[config.mk]
export PLATFORM = sky130hd
export DESIGN_NAME = psk_signflip_mod
export DESIGN_NICKNAME = d
export VERILOG_FILES = /design/src/rtl/psk_mod_pkg.sv /design/src/rtl/psk_phase_accum.sv /design/src/rtl/psk_sym_timer.sv /design/src/rtl/psk_bit_splitter.sv /design/src/rtl/psk_carrier_combiner.sv /design/src/rtl/psk_signflip_mod.sv
export SDC_FILE = /design/constraint.sdc
export NUM_CORES = 1
export LEC_CHECK = 0
export ABC_AREA = 1
export CORE_ASPECT_RATIO = 1.1
export CORE_UTILIZATION = 30
export CTS_BUF_LIST = sky130_fd_sc_hd__clkbuf_16
export DETAILED_ROUTE_END_ITERATION = 10
export DONT_BUFFER_PORTS = 1
export SKIP_LAST_GASP = 1
export SLEW_MARGIN = 20
export SYNTH_ARGS = -nofsm -noshare
export SYNTH_HDL_FRONTEND = slang
export SYNTH_SLANG_ARGS = --single-unit
[constraint.sdc]
create_clock -name clk -period 3.65 [get_ports clk]
set_input_delay 0.73 -clock clk [delete_from_list [all_inputs] [get_ports clk]]
set_output_delay 0.73 -clock clk [all_outputs]
set_load 0.02 [all_outputs]
[src/rtl/psk_mod_pkg.sv]
package psk_mod_pkg;

   // Modulation mode encoding; bit 1 selects the single-oscillator path
   typedef enum logic [1:0] {
      MODE_BPSK      = 2'b00,
      MODE_QPSK      = 2'b01,
      MODE_PHASE     = 2'b10,
      MODE_PHASE_ALT = 2'b11
   } mod_mode_e;

   localparam int SAMPLE_W = 3;

   localparam logic signed [SAMPLE_W-1:0] SAMPLE_POS  = 3'sd2;
   localparam logic signed [SAMPLE_W-1:0] SAMPLE_NEG  = -3'sd2;
   localparam logic signed [SAMPLE_W-1:0] SAMPLE_ZERO = 3'sd0;

   // A square-wave cosine is negative in the second and third quadrants
   function automatic logic quad_is_negative(input logic [1:0] quad);
      return quad[1] ^ quad[0];
   endfunction

endpackage

[src/rtl/psk_phase_accum.sv]
module psk_phase_accum #(
   parameter int ACC_W = 32
) (
   input  logic             clk,
   input  logic             rst_n,
   input  logic [ACC_W-1:0] tune,
   output logic [ACC_W-1:0] phase
);

   always_ff @(posedge clk or negedge rst_n) begin
      if (!rst_n) begin
         phase <= '0;
      end else begin
         phase <= phase + tune;
      end
   end

endmodule

[src/rtl/psk_sym_timer.sv]
module psk_sym_timer #(
   parameter int CNT_W = 16
) (
   input  logic             clk,
   input  logic             rst_n,
   input  logic [CNT_W-1:0] period,
   output logic [CNT_W-1:0] count,
   output logic             tick
);

   logic [CNT_W-1:0] last_idx;

   // A period of zero behaves as one: every cycle is a boundary
   assign last_idx = (period == '0) ? '0 : period - 1'b1;
   // Greater-or-equal so that a period lowered on the fly still wraps
   assign tick     = (count >= last_idx);

   always_ff @(posedge clk or negedge rst_n) begin
      if (!rst_n) begin
         count <= '0;
      end else if (tick) begin
         count <= '0;
      end else begin
         count <= count + 1'b1;
      end
   end

endmodule

[src/rtl/psk_bit_splitter.sv]
module psk_bit_splitter (
   input  logic clk,
   input  logic rst_n,
   input  logic bit_in,
   input  logic bit_valid,
   input  logic split_en,
   input  logic sym_tick,
   output logic leg_i,
   output logic leg_q
);

   logic pend_i;
   logic pend_q;
   logic odd_slot;

   // Collect incoming bits into pending registers
   always_ff @(posedge clk or negedge rst_n) begin
      if (!rst_n) begin
         pend_i   <= 1'b0;
         pend_q   <= 1'b0;
         odd_slot <= 1'b0;
      end else if (bit_valid) begin
         if (!split_en) begin
            pend_i <= bit_in;
         end else if (!odd_slot) begin
            pend_i   <= bit_in;
            odd_slot <= 1'b1;
         end else begin
            pend_q   <= bit_in;
            odd_slot <= 1'b0;
         end
      end
   end

   // Active legs change only at a symbol boundary
   always_ff @(posedge clk or negedge rst_n) begin
      if (!rst_n) begin
         leg_i <= 1'b0;
         leg_q <= 1'b0;
      end else if (sym_tick) begin
         leg_i <= pend_i;
         leg_q <= pend_q;
      end
   end

endmodule

[src/rtl/psk_carrier_combiner.sv]
module psk_carrier_combiner
   import psk_mod_pkg::*;
#(
   parameter int ACC_W   = 32,
   parameter bit REG_OUT = 1'b0
) (
   input  logic                       clk,
   input  logic                       rst_n,
   input  logic [ACC_W-1:0]           phase,
   input  mod_mode_e                  mode,
   input  logic                       leg_i,
   input  logic                       leg_q,
   output logic signed [SAMPLE_W-1:0] sample
);

   logic [1:0] i_quad;
   logic [1:0] q_quad;
   logic [2:0] offset_code;
   logic [2:0] shifted_top;
   logic       i_neg;
   logic       q_neg;
   logic       o_neg;
   logic signed [SAMPLE_W-1:0] sample_d;

   assign i_quad      = phase[ACC_W-1 -: 2];
   // Quadrature carrier: the same square wave a quarter turn ahead
   assign q_quad      = i_quad + 2'd1;
   // Gray-ordered odd eighths of a turn
   assign offset_code = {leg_i, leg_i ^ leg_q, 1'b1};
   assign shifted_top = phase[ACC_W-1 -: 3] + offset_code;

   assign i_neg = quad_is_negative(i_quad) ^ leg_i;
   assign q_neg = quad_is_negative(q_quad) ^ leg_q;
   assign o_neg = quad_is_negative(shifted_top[2:1]);

   always_comb begin
      unique case (mode)
         MODE_BPSK: sample_d = i_neg ? SAMPLE_NEG : SAMPLE_POS;
         MODE_QPSK: begin
            if (i_neg && q_neg) begin
               sample_d = SAMPLE_NEG;
            end else if (!i_neg && !q_neg) begin
               sample_d = SAMPLE_POS;
            end else begin
               sample_d = SAMPLE_ZERO;
            end
         end
         default:   sample_d = o_neg ? SAMPLE_NEG : SAMPLE_POS;
      endcase
   end

   generate
      if (REG_OUT) begin : g_reg_out
         always_ff @(posedge clk or negedge rst_n) begin
            if (!rst_n) begin
               sample <= SAMPLE_ZERO;
            end else begin
               sample <= sample_d;
            end
         end
      end else begin : g_comb_out
         assign sample = sample_d;
      end
   endgenerate

endmodule

[src/rtl/psk_signflip_mod.sv]
module psk_signflip_mod
   import psk_mod_pkg::*;
#(
   parameter int ACC_W   = 32,
   parameter int CNT_W   = 16,
   parameter bit REG_OUT = 1'b0
) (
   input  logic                       clk,
   input  logic                       rst_n,
   input  logic                       bit_in,
   input  logic                       bit_valid,
   input  logic [ACC_W-1:0]           tune_word,
   input  logic [CNT_W-1:0]           sym_period,
   input  logic [1:0]                 mode,
   output logic signed [SAMPLE_W-1:0] sample_out
);

   generate
      if (ACC_W < 3) begin : g_bad_acc_w
         $error("ACC_W must be at least 3 for the eighth-turn offsets");
      end
      if (CNT_W < 1) begin : g_bad_cnt_w
         $error("CNT_W must be at least 1");
      end
   endgenerate

   mod_mode_e        mode_e;
   logic [ACC_W-1:0] phase_acc;
   logic [CNT_W-1:0] sym_count;
   logic             sym_tick;
   logic             leg_i;
   logic             leg_q;

   assign mode_e = mod_mode_e'(mode);

   psk_phase_accum #(.ACC_W(ACC_W)) u_accum (
      .clk   (clk),
      .rst_n (rst_n),
      .tune  (tune_word),
      .phase (phase_acc)
   );

   psk_sym_timer #(.CNT_W(CNT_W)) u_timer (
      .clk    (clk),
      .rst_n  (rst_n),
      .period (sym_period),
      .count  (sym_count),
      .tick   (sym_tick)
   );

   psk_bit_splitter u_split (
      .clk       (clk),
      .rst_n     (rst_n),
      .bit_in    (bit_in),
      .bit_valid (bit_valid),
      .split_en  (mode_e != MODE_BPSK),
      .sym_tick  (sym_tick),
      .leg_i     (leg_i),
      .leg_q     (leg_q)
   );

   psk_carrier_combiner #(.ACC_W(ACC_W), .REG_OUT(REG_OUT)) u_comb (
      .clk    (clk),
      .rst_n  (rst_n),
      .phase  (phase_acc),
      .mode   (mode_e),
      .leg_i  (leg_i),
      .leg_q  (leg_q),
      .sample (sample_out)
   );

endmodule

Word-level counts from Yosys, hierarchy flattened
Cells that the tools add are included.

operators by class
  reductions and logical operators = 10
  mux-type cells = 10
  bitwise gates (word level) = 6
  equality and inequality tests = 2
  add/subtract/negate cells = 5
  order comparisons = 1

operators by type and width
  operator                                                               number
  32-bit adder                                                           1
  16-bit two-way mux                                                     2
  16-bit by 1-bit adder with 16-bit output (second input constant)       1
  16-bit >= comparator                                                   1
  16-bit logical NOT                                                     1
  16-bit by 1-bit subtractor with 16-bit output (second input constant)  1
  3-bit two-way mux                                                      3
  3-bit one-hot mux with 2 select lines                                  1
  1-bit bitwise XOR                                                      6
  2-bit AND reduction                                                    2
  3-bit adder                                                            1
  1-bit two-way mux                                                      3
  3-bit AND reduction                                                    1
  2-bit by 1-bit adder with 2-bit output (second input constant)         1
  2-bit by 1-bit == test with 1-bit output (second input constant)       1
  1-bit logical AND                                                      2
  1-bit logical NOT                                                      2
  2-bit logical NOT                                                      1
  2-bit two-way mux                                                      1
  2-bit inequality test (second input constant)                          1
  2-bit nonzero test                                                     1

storage, ports and cells
  logic and storage cells = 41
  input bits = 54
  register bits = 53
  output and inout bits = 3

Depth between registers and ports, before layout
Gate-level depths: netlist of the first run.

  depth after elaboration = 8
  gate-level depth with buffers = 19
  depth with buffers taken out = 19

Cells and area by module
Synthesis of the first run repeated with hierarchy kept, for this count alone.

unflattened totals
  cells, all modules = 841
  area total of the unflattened synthesis = 5333.9 um^2

modules (own cells, without submodules)
  module                sequential area each (um^2)  area an instance (um^2)  instances  cells each
  psk_phase_accum       800.8                        3185.6                   1          526
  psk_sym_timer         400.4                        1750.4                   1          255
  psk_bit_splitter      125.1                        206.4                    1          24
  psk_carrier_combiner  0.0                          180.2                    1          33
  psk_signflip_mod      0.0                          11.3                     1          3

Least setup slack after synthesis of the first run
No wires, ideal clock.

  kind = input to register
  from = input sym_period[0]
  to = register u_timer.count[4]
  buffers on the path = 1
  library setup time = 0.121 ns
  data required time = 3.529 ns
  slack = 0.955 ns
  arrival time = 2.575 ns
  stages on the path = 17
  cells stage by stage = inv_1 -> ha_1 -> nand2_2 -> nor2_2 -> inv_1 -> nor2_2 -> or2_2 -> nand3_1 -> ha_1 -> nand2_1 -> nor3_1 -> nand2_1 -> clkinv_1 -> nand2_2 -> nand2_4 -> buf_6 -> nor2_2

on the way
  word-level cells in the longest chain between the ends = 4
  elaborated cells on any way between the ends = 5
  those cells by class = 1 x add/sub; 1 x order compare; 2 x mux; 1 x reduce/logical

ends and longest elaborated chain
  what                                                                                 RTL line                RTL
  start, declared                                                                      psk_signflip_mod.sv:13  input logic [CNT_W-1:0] sym_period,
  16-bit by 1-bit subtractor with 16-bit output or 16-bit logical NOT (tied branches)  psk_sym_timer.sv:14     assign last_idx = (period == '0) ? '0 : period - 1'b1;
  16-bit two-way mux *                                                                 psk_sym_timer.sv:14
  16-bit >= comparator *                                                               psk_sym_timer.sv:16     assign tick = (count >= last_idx);
  16-bit two-way mux *                                                                 psk_sym_timer.sv:21     end else if (tick) begin
  end signal, assigned                                                                 psk_sym_timer.sv:24     count <= count + 1'b1;
  end, declared                                                                        psk_sym_timer.sv:7      output logic [CNT_W-1:0] count,

Mark *: on every way between the ends. The rest lies on a longest branch, timed or not.
A chain may end at the register's enable or synchronous reset.

Final worst setup path of the first run
  from = register u_split.leg_i
  to = output sample_out[2]

on the way
  word-level cells in the longest chain between the ends = 5
  elaborated cells on any way between the ends = 9
  those cells by class = 1 x add/sub; 4 x mux; 3 x bitwise; 1 x reduce/logical

ends and longest elaborated chain
  what                                     RTL line                    RTL
  start, declared                          psk_bit_splitter.sv:8       output logic leg_i,
  start signal, assigned                   psk_bit_splitter.sv:41      leg_i <= pend_i;
  1-bit bitwise XOR                        psk_carrier_combiner.sv:29  assign offset_code = {leg_i, leg_i ^ leg_q, 1'b1};
  3-bit adder                              psk_carrier_combiner.sv:30  assign shifted_top = phase[ACC_W-1 -: 3] + offset_code;
  1-bit bitwise XOR                        psk_mod_pkg.sv:19           return quad[1] ^ quad[0];
  3-bit two-way mux                        psk_carrier_combiner.sv:48  default: sample_d = o_neg ? SAMPLE_NEG : SAMPLE_POS;
  3-bit one-hot mux with 2 select lines *  psk_carrier_combiner.sv:37  unique case (mode)
  end, declared                            psk_signflip_mod.sv:15      output logic signed [SAMPLE_W-1:0] sample_out

Marked as above.

==> summary.md, run 1 <==
| Metric | Value |
|---|---|
| Status | `completed` |
| Worst setup EP type | `output port` |
| Maximum clock rate | `roughly 0.37 GHz` |
| Initial antenna violation count | `0` |
| # Max-Cap Violations | `0` |
| Hold buffers post-CTS | `0` |
| Final Cycle Share | `0.741` |
| Vias in the first global route | `roughly 4,600` |
| Synth top area cells | `dfrtp_1, nand2_1, ha_1` |
| Wirelength per Cell | `approximately 12 µm` |
| WS Path Type | `reg2out` |
| Top FF cell, synth | `dfrtp_1` |
| Worst endpoint data arrival time | `1970 ps` |
| R2R Path End | `u_accum.phase[28]` |
| Largest area contributor in the netlist | `dfrtp_1` |
| Hold crit path type | `in2async` |
| Layout Skew | `approximately 10 ps` |
| Total track usage | `0.145` |
| Area Growth Syn to Fin | `8.26%` |
| Synthesized net count | `~930` |
| R2R Path Start | `u_accum.phase[0]` |
| Hold violation total from the final report | `0` |
| RD Place Congestion | `0.869` |
| Max Slew Vio Count | `0` |
| Pin count of the biggest net entering global routing | `54` |
| Leak Pwr | `3.20 nW` |
| Util after Layout | `0.332` |
| Req. time, crit path | `roughly 2900 ps` |
| Unrepaired setup endpoints after global routing | `false` |
| Final Setup Violations | `0` |
| Die ar. | `18,000 µm²` |
| R2R setup slack | `1560 ps` |
| DR pass1 iterations | `5` |
| Rows | `50` |
| IO Pins | `57` |
| DRT iter0 DRCs | `roughly 150` |
| CP startpoint kind | `flop` |
| Worst Reg2Reg Path Length in Cells | `11` |
| Total power | `0.00390 W` |
| Mapped cell area | `5240 µm²` |
| Worst vdd ir | `0.000423 V` |
| Buffer depth of the longest clock path | `2` |
| Crit-path max FO | `3` |
| CTS tree | `built` |
| Ys Warns | `0` |
| Chip height | `141 µm` |
| Post-synth EDFFs | `0` |
| Final nets | `between 900 and 1,000` |
| Antenna-violating nets left | `0` |
| Power Dens Cells | `688 nW/µm²` |
| IO Port Bufs | `0` |
| Die extent in x | `~130 µm` |
| CTS root buf | `clkbuf_16` |
| First-pass GRT wire length | `20,900 µm` |
| Clk slew on worst S/H paths | `80 ps` |
| Global-route congestion overflow total | `0` |
| Initial Util | `0.307` |
| Post-CTS resize count | `0` |
| Antenna cells | `0` |
| Share of cells above drive strength 1 | `0.0716` |
| FFs w/ async S/R, synth | `1.00` |
| Drt via density | `4.41` |
| Htree depth | `2` |
| Core ar. | `17,100 µm²` |
| Routed WL | `12,300 µm` |
| Cells after Synth | `~820` |
| Cts bufs inserted | `5` |
| # clock sinks | `53` |
| HPWL Detailed | `around 10,000 µm` |
| Vias | `4,670` |
| # Post-CTS Setup Buffers | `0` |
| Seq/Total Area, Yosys | `0.253` |
| Yosys top cell area share | `0.253` |
| Register bit total from synthesis | `53` |
| Library cells used by synthesis | `39` |
| Avg Synthesized Cell Area | `~6.4 µm²` |
| Worst-Skew Late Latency | `300 ps` |
| DRC | `0` |
| Setup_tns | `0 ps` |
| Final min period | `approximately 2700 ps` |
-- worst max-delay path, cell delays in order, from the launching register on --
cell and delay (ps):
dfrtp_1 430, xnor2_1 220, fa_1 450, xnor2_1 150
a21oi_1 130, o21ai_0 90, nand3_1 210
-- sequential cells by signal, indices dropped and copies added, names as in the netlist --
signal,count
u_accum.phase,32
u_split.leg_i,1
u_split.leg_q,1
u_split.odd_slot,1
u_split.pend_i,1
u_split.pend_q,1
u_timer.count,16
-- power breakdown --
group / internal [W] / leakage, nW / switching, W
logic: 0.000861 / 2.47 / 0.00152
registers: 0.000840 / 0.652 / 0.000124
clock network: 0.000322 / 0.0775 / 0.000229
total: 0.00202 / 3.20 / 0.00188
-- cell type report --
class / count / area, µm²
Fill cell: 1900 / 11400
Tap cell: 234 / 293
Inverter: 156 / 586
Clock buffer: 5 / 125
Clock inverter: 3 / 41.3
Multi-Input combinational cell: 607 / 3300
Sequential cell: 53 / 1330
-- cell usage after synthesis (5+ instances only) --
| library cell | instances |
|---|---|
| inv_1 | 150 |
| nand3_1 | 57 |
| nand4_1 | 10 |
| inv_2 | 5 |
| nor3_1 | 6 |
| nor2_1 | 63 |
| nor2_2 | 20 |
| o21ai_0 | 12 |
| nand2_1 | 284 |
| ha_1 | 51 |
| a21oi_1 | 30 |
| xnor2_1 | 10 |
| dfrtp_1 | 53 |
| xor2_1 | 24 |
| nor2_4 | 5 |
| nand2_2 | 9 |
-- how the worst max path moves through the flow --
stage / start / end / cells after the start
final: u_split.leg_i / sample_out[2] / 6
after global placement: sym_period[0] / u_split.leg_i / 14
after floorplan: sym_period[0] / u_timer.count[4] / 17
after CTS: u_split.leg_i / sample_out[2] / 6
after global routing: sym_period[0] / u_split.leg_i / 13
after detailed placement: sym_period[0] / u_split.leg_i / 13
-- stage by stage --
step                area [µm²]  worst slack [ps]  std cells  hold WS, ps
floorplan                 5240               955        819          434
global placement          5510               748       1050          436
detailed placement        5510               673       1050          436
CTS                       5670               898       1058          107
global route              5670               782       1058          106
finish                    5670               946       1058          119
-- layer usage --
metal	GRT usage	up-vias	wire [µm]
li1	-	2525	-
met1	0.178	2069	5740
met2	0.264	69	5950
met3	0.0205	7	465
met4	0.0334	0	108
met5	0	-	0
-- kinds of logic after synthesis --
kind of cell / after synthesis / synth area share
simple gates: 467 / 0.388
buf+inv: 159 / 0.117
fa+ha+maj: 53 / 0.129
flops: 53 / 0.253
compound gates: 52 / 0.0552
xor+xnor: 34 / 0.0568
other cells: 1 / 0.000716
-- cell usage in the layout (no fill, tap or decap), types with 6 or more instances in the layout --
cell	instances
nor2_1	63
ha_1	51
xnor2_1	10
a21oi_1	30
nand2_1	284
nand2_2	9
xor2_1	24
nor3_1	6
inv_1	150
nor2_2	20
dfrtp_1	53
nand3_1	57
nand4_1	10
o21ai_0	12
No activity file was read; power rests on OpenSTA's default activity.
==> inputs of run 2 (changes only) <==
Clock period 3.65 ns to 2.7 ns, I/O delays scaled along.
==> run 2 against run 1 <==
Net effect:
- non-clock buffer count increased by 13
- clock skew increased by 3.6 ps
- clock power increased by 38%
- wire length increased by 1.9%
- highest routed layer unchanged
==> summary.md, run 2 (synthesis gave the netlist of run 1 again) <==
| Metric | Value |
|---|---|
| Core ar. | `17,100 µm²` |
| Share of cells above drive strength 1 | `0.0896` |
| Most common cell after layout, fill and taps aside | `nand2_1` |
| Rows | `50` |
| Final min period | `2480 ps` |
| Largest register FFs | `32` |
| Die extent in x | `128 µm` |
| Antenna cells | `0` |
| Maximum clock rate | `0.402 GHz` |
| # Max-Cap Violations | `0` |
| Unrepaired setup endpoints after global routing | `false` |
| # clock sinks | `53` |
| Worst endpoint data arrival time | `1940 ps` |
| DR pass1 iterations | `6` |
| Cts bufs inserted | `5` |
| Buffer depth of the longest clock path | `2` |
| Most frequent cells in the layout | `nand2_1, inv_1, nor2_1` |
| Largest reg by FF count | `u_accum.phase` |
| IO Pins | `57` |
| Drt via density | `4.43` |
| Internal power | `0.00275 W` |
| Crit-path max FO | `3` |
| Final nets | `943` |
| WS Path Type | `reg2out` |
| CTS root buf | `clkbuf_16` |
| Dpl ws | `-120 ps` |
| DRC | `0` |
| Setup slack after layout | `215 ps` |
| Comb pwr share | `0.612` |
| Hold crit path type | `in2async` |
| Routed WL | `approximately 12,000 µm` |
| Hold violation total from the final report | `0` |
| Initial antenna violation count | `0` |
| Req. time, crit path | `2160 ps` |
| Status | `completed` |
| First-pass GRT wire length | `21,600 µm` |
| Clk slew on worst S/H paths | `80 ps` |
| Vias in the first global route | `between 4,000 and 5,000` |
| Vias | `4,749` |
| CP startpoint kind | `flop` |
| WHS | `85.9 ps` |
| Global-route congestion overflow total | `0` |
| Setup_tns | `0 ps` |
| Pin count of the biggest net entering global routing | `54` |
| RD Place Congestion | `0.869` |
| Final Setup Violations | `0` |
| Worst-Skew Late Latency | `around 300 ps` |
| IO Port Bufs | `0` |
| HPWL Detailed | `roughly 10,000 µm` |
| # fillers | `1,897` |
| Worst vdd ir | `0.000458 V` |
| DRT iter0 DRCs | `177` |
| Layout Skew | `13.5 ps` |
| Worst Reg2Reg Path Length in Cells | `11` |
| Initial Util | `0.307` |
| Htree depth | `2` |
| Power Dens Cells | `between 900 and 1000 nW/µm²` |
| Antenna-violating nets left | `0` |
| Largest registers | `u_accum.phase (32), u_timer.count (16)` |
| R2R setup slack | `620 ps` |
| Clk pwr share | `0.142` |
| Final Cycle Share | `0.920` |
| CTS tree | `built` |
| Seq pwr share | `0.245` |
| Area Growth Syn to Fin | `11.6%` |
| Util after Layout | `0.342` |
| Psw | `0.00258 W` |
| Wirelength per Cell | `11.7 µm` |
| # Post-CTS Setup Buffers | `0` |
| Total track usage | `0.150` |
| Chip height | `141 µm` |
| Max Slew Vio Count | `0` |
| Leak Pwr | `between 3 and 4 nW` |
| Sw frac | `0.484` |
| Die ar. | `18,000 µm²` |
| Worst setup EP type | `output port` |
run 2: path summary, 6_finish.rpt:
kind                             startpoint                end
max                           u_split.leg_i      sample_out[2]
min                                   rst_n  u_accum.phase[22]
max reg2reg                u_accum.phase[0]  u_accum.phase[28]
min reg2reg                u_accum.phase[0]   u_accum.phase[0]
max in group asynchronous             rst_n   u_accum.phase[6]
min in group clk               tune_word[0]   u_accum.phase[0]
run 2: final cells by class:
class | instances | area, µm² | area share
inverters | 156 | 586 | 0.100
clock buffers | 5 | 125 | 0.0214
flip-flops and latches | 53 | 1330 | 0.227
clock inverters | 3 | 46.3 | 0.00792
repair buffers | 13 | 143 | 0.0244
multi-input cells | 607 | 3330 | 0.569
well taps | 234 | 293 | 0.0501
run 2: power groups by stage:
stage | logic, W | registers (W) | clock network, W
2_1_floorplan | 0.00259 | 0.00128 | 0
3_3_place_gp | 0.00320 | 0.00131 | 0
3_5_place_dp | 0.00324 | 0.00133 | 0
4_1_cts | 0.00329 | 0.00131 | 0.000790
5_1_grt | 0.00382 | 0.00135 | 0.000819
6_report | 0.00327 | 0.00131 | 0.000760
run 2: critical path, cell delays in order (launching register included):
cell     delay, ps
dfrtp_1        440
xnor2_2        200
fa_1           450
xnor2_1        180
a21oi_1         90
o21ai_0        120
nand3_2        180
run 2: metal layers:
metal / global-route usage / part of all wire / vias to the layer above
met4: 0.0359 / 0.012 / 0
met1: 0.188 / 0.46 / 2101
met2: 0.269 / 0.49 / 86
met3: 0.0205 / 0.041 / 11
met5: 0 / 0 / -
li1: - / - / 2551
run 2: what timing repair did:
action                                 in CTS  in global routing
setup endpoints to repair                   0                 19
endpoints found under the hold margin      53                  0
gates resized for setup                     0                  4
hold buffers                                1                  0
run 2: stage by stage:
stage | total power [W] | instances | cell area (µm²)
finish | 0.00533 | 1071 | 5850
global route | 0.00598 | 1071 | 5850
CTS | 0.00539 | 1071 | 5820
detailed placement | 0.00457 | 1062 | 5620
global placement | 0.00451 | 1062 | 5620
floorplan | 0.00387 | 819 | 5240
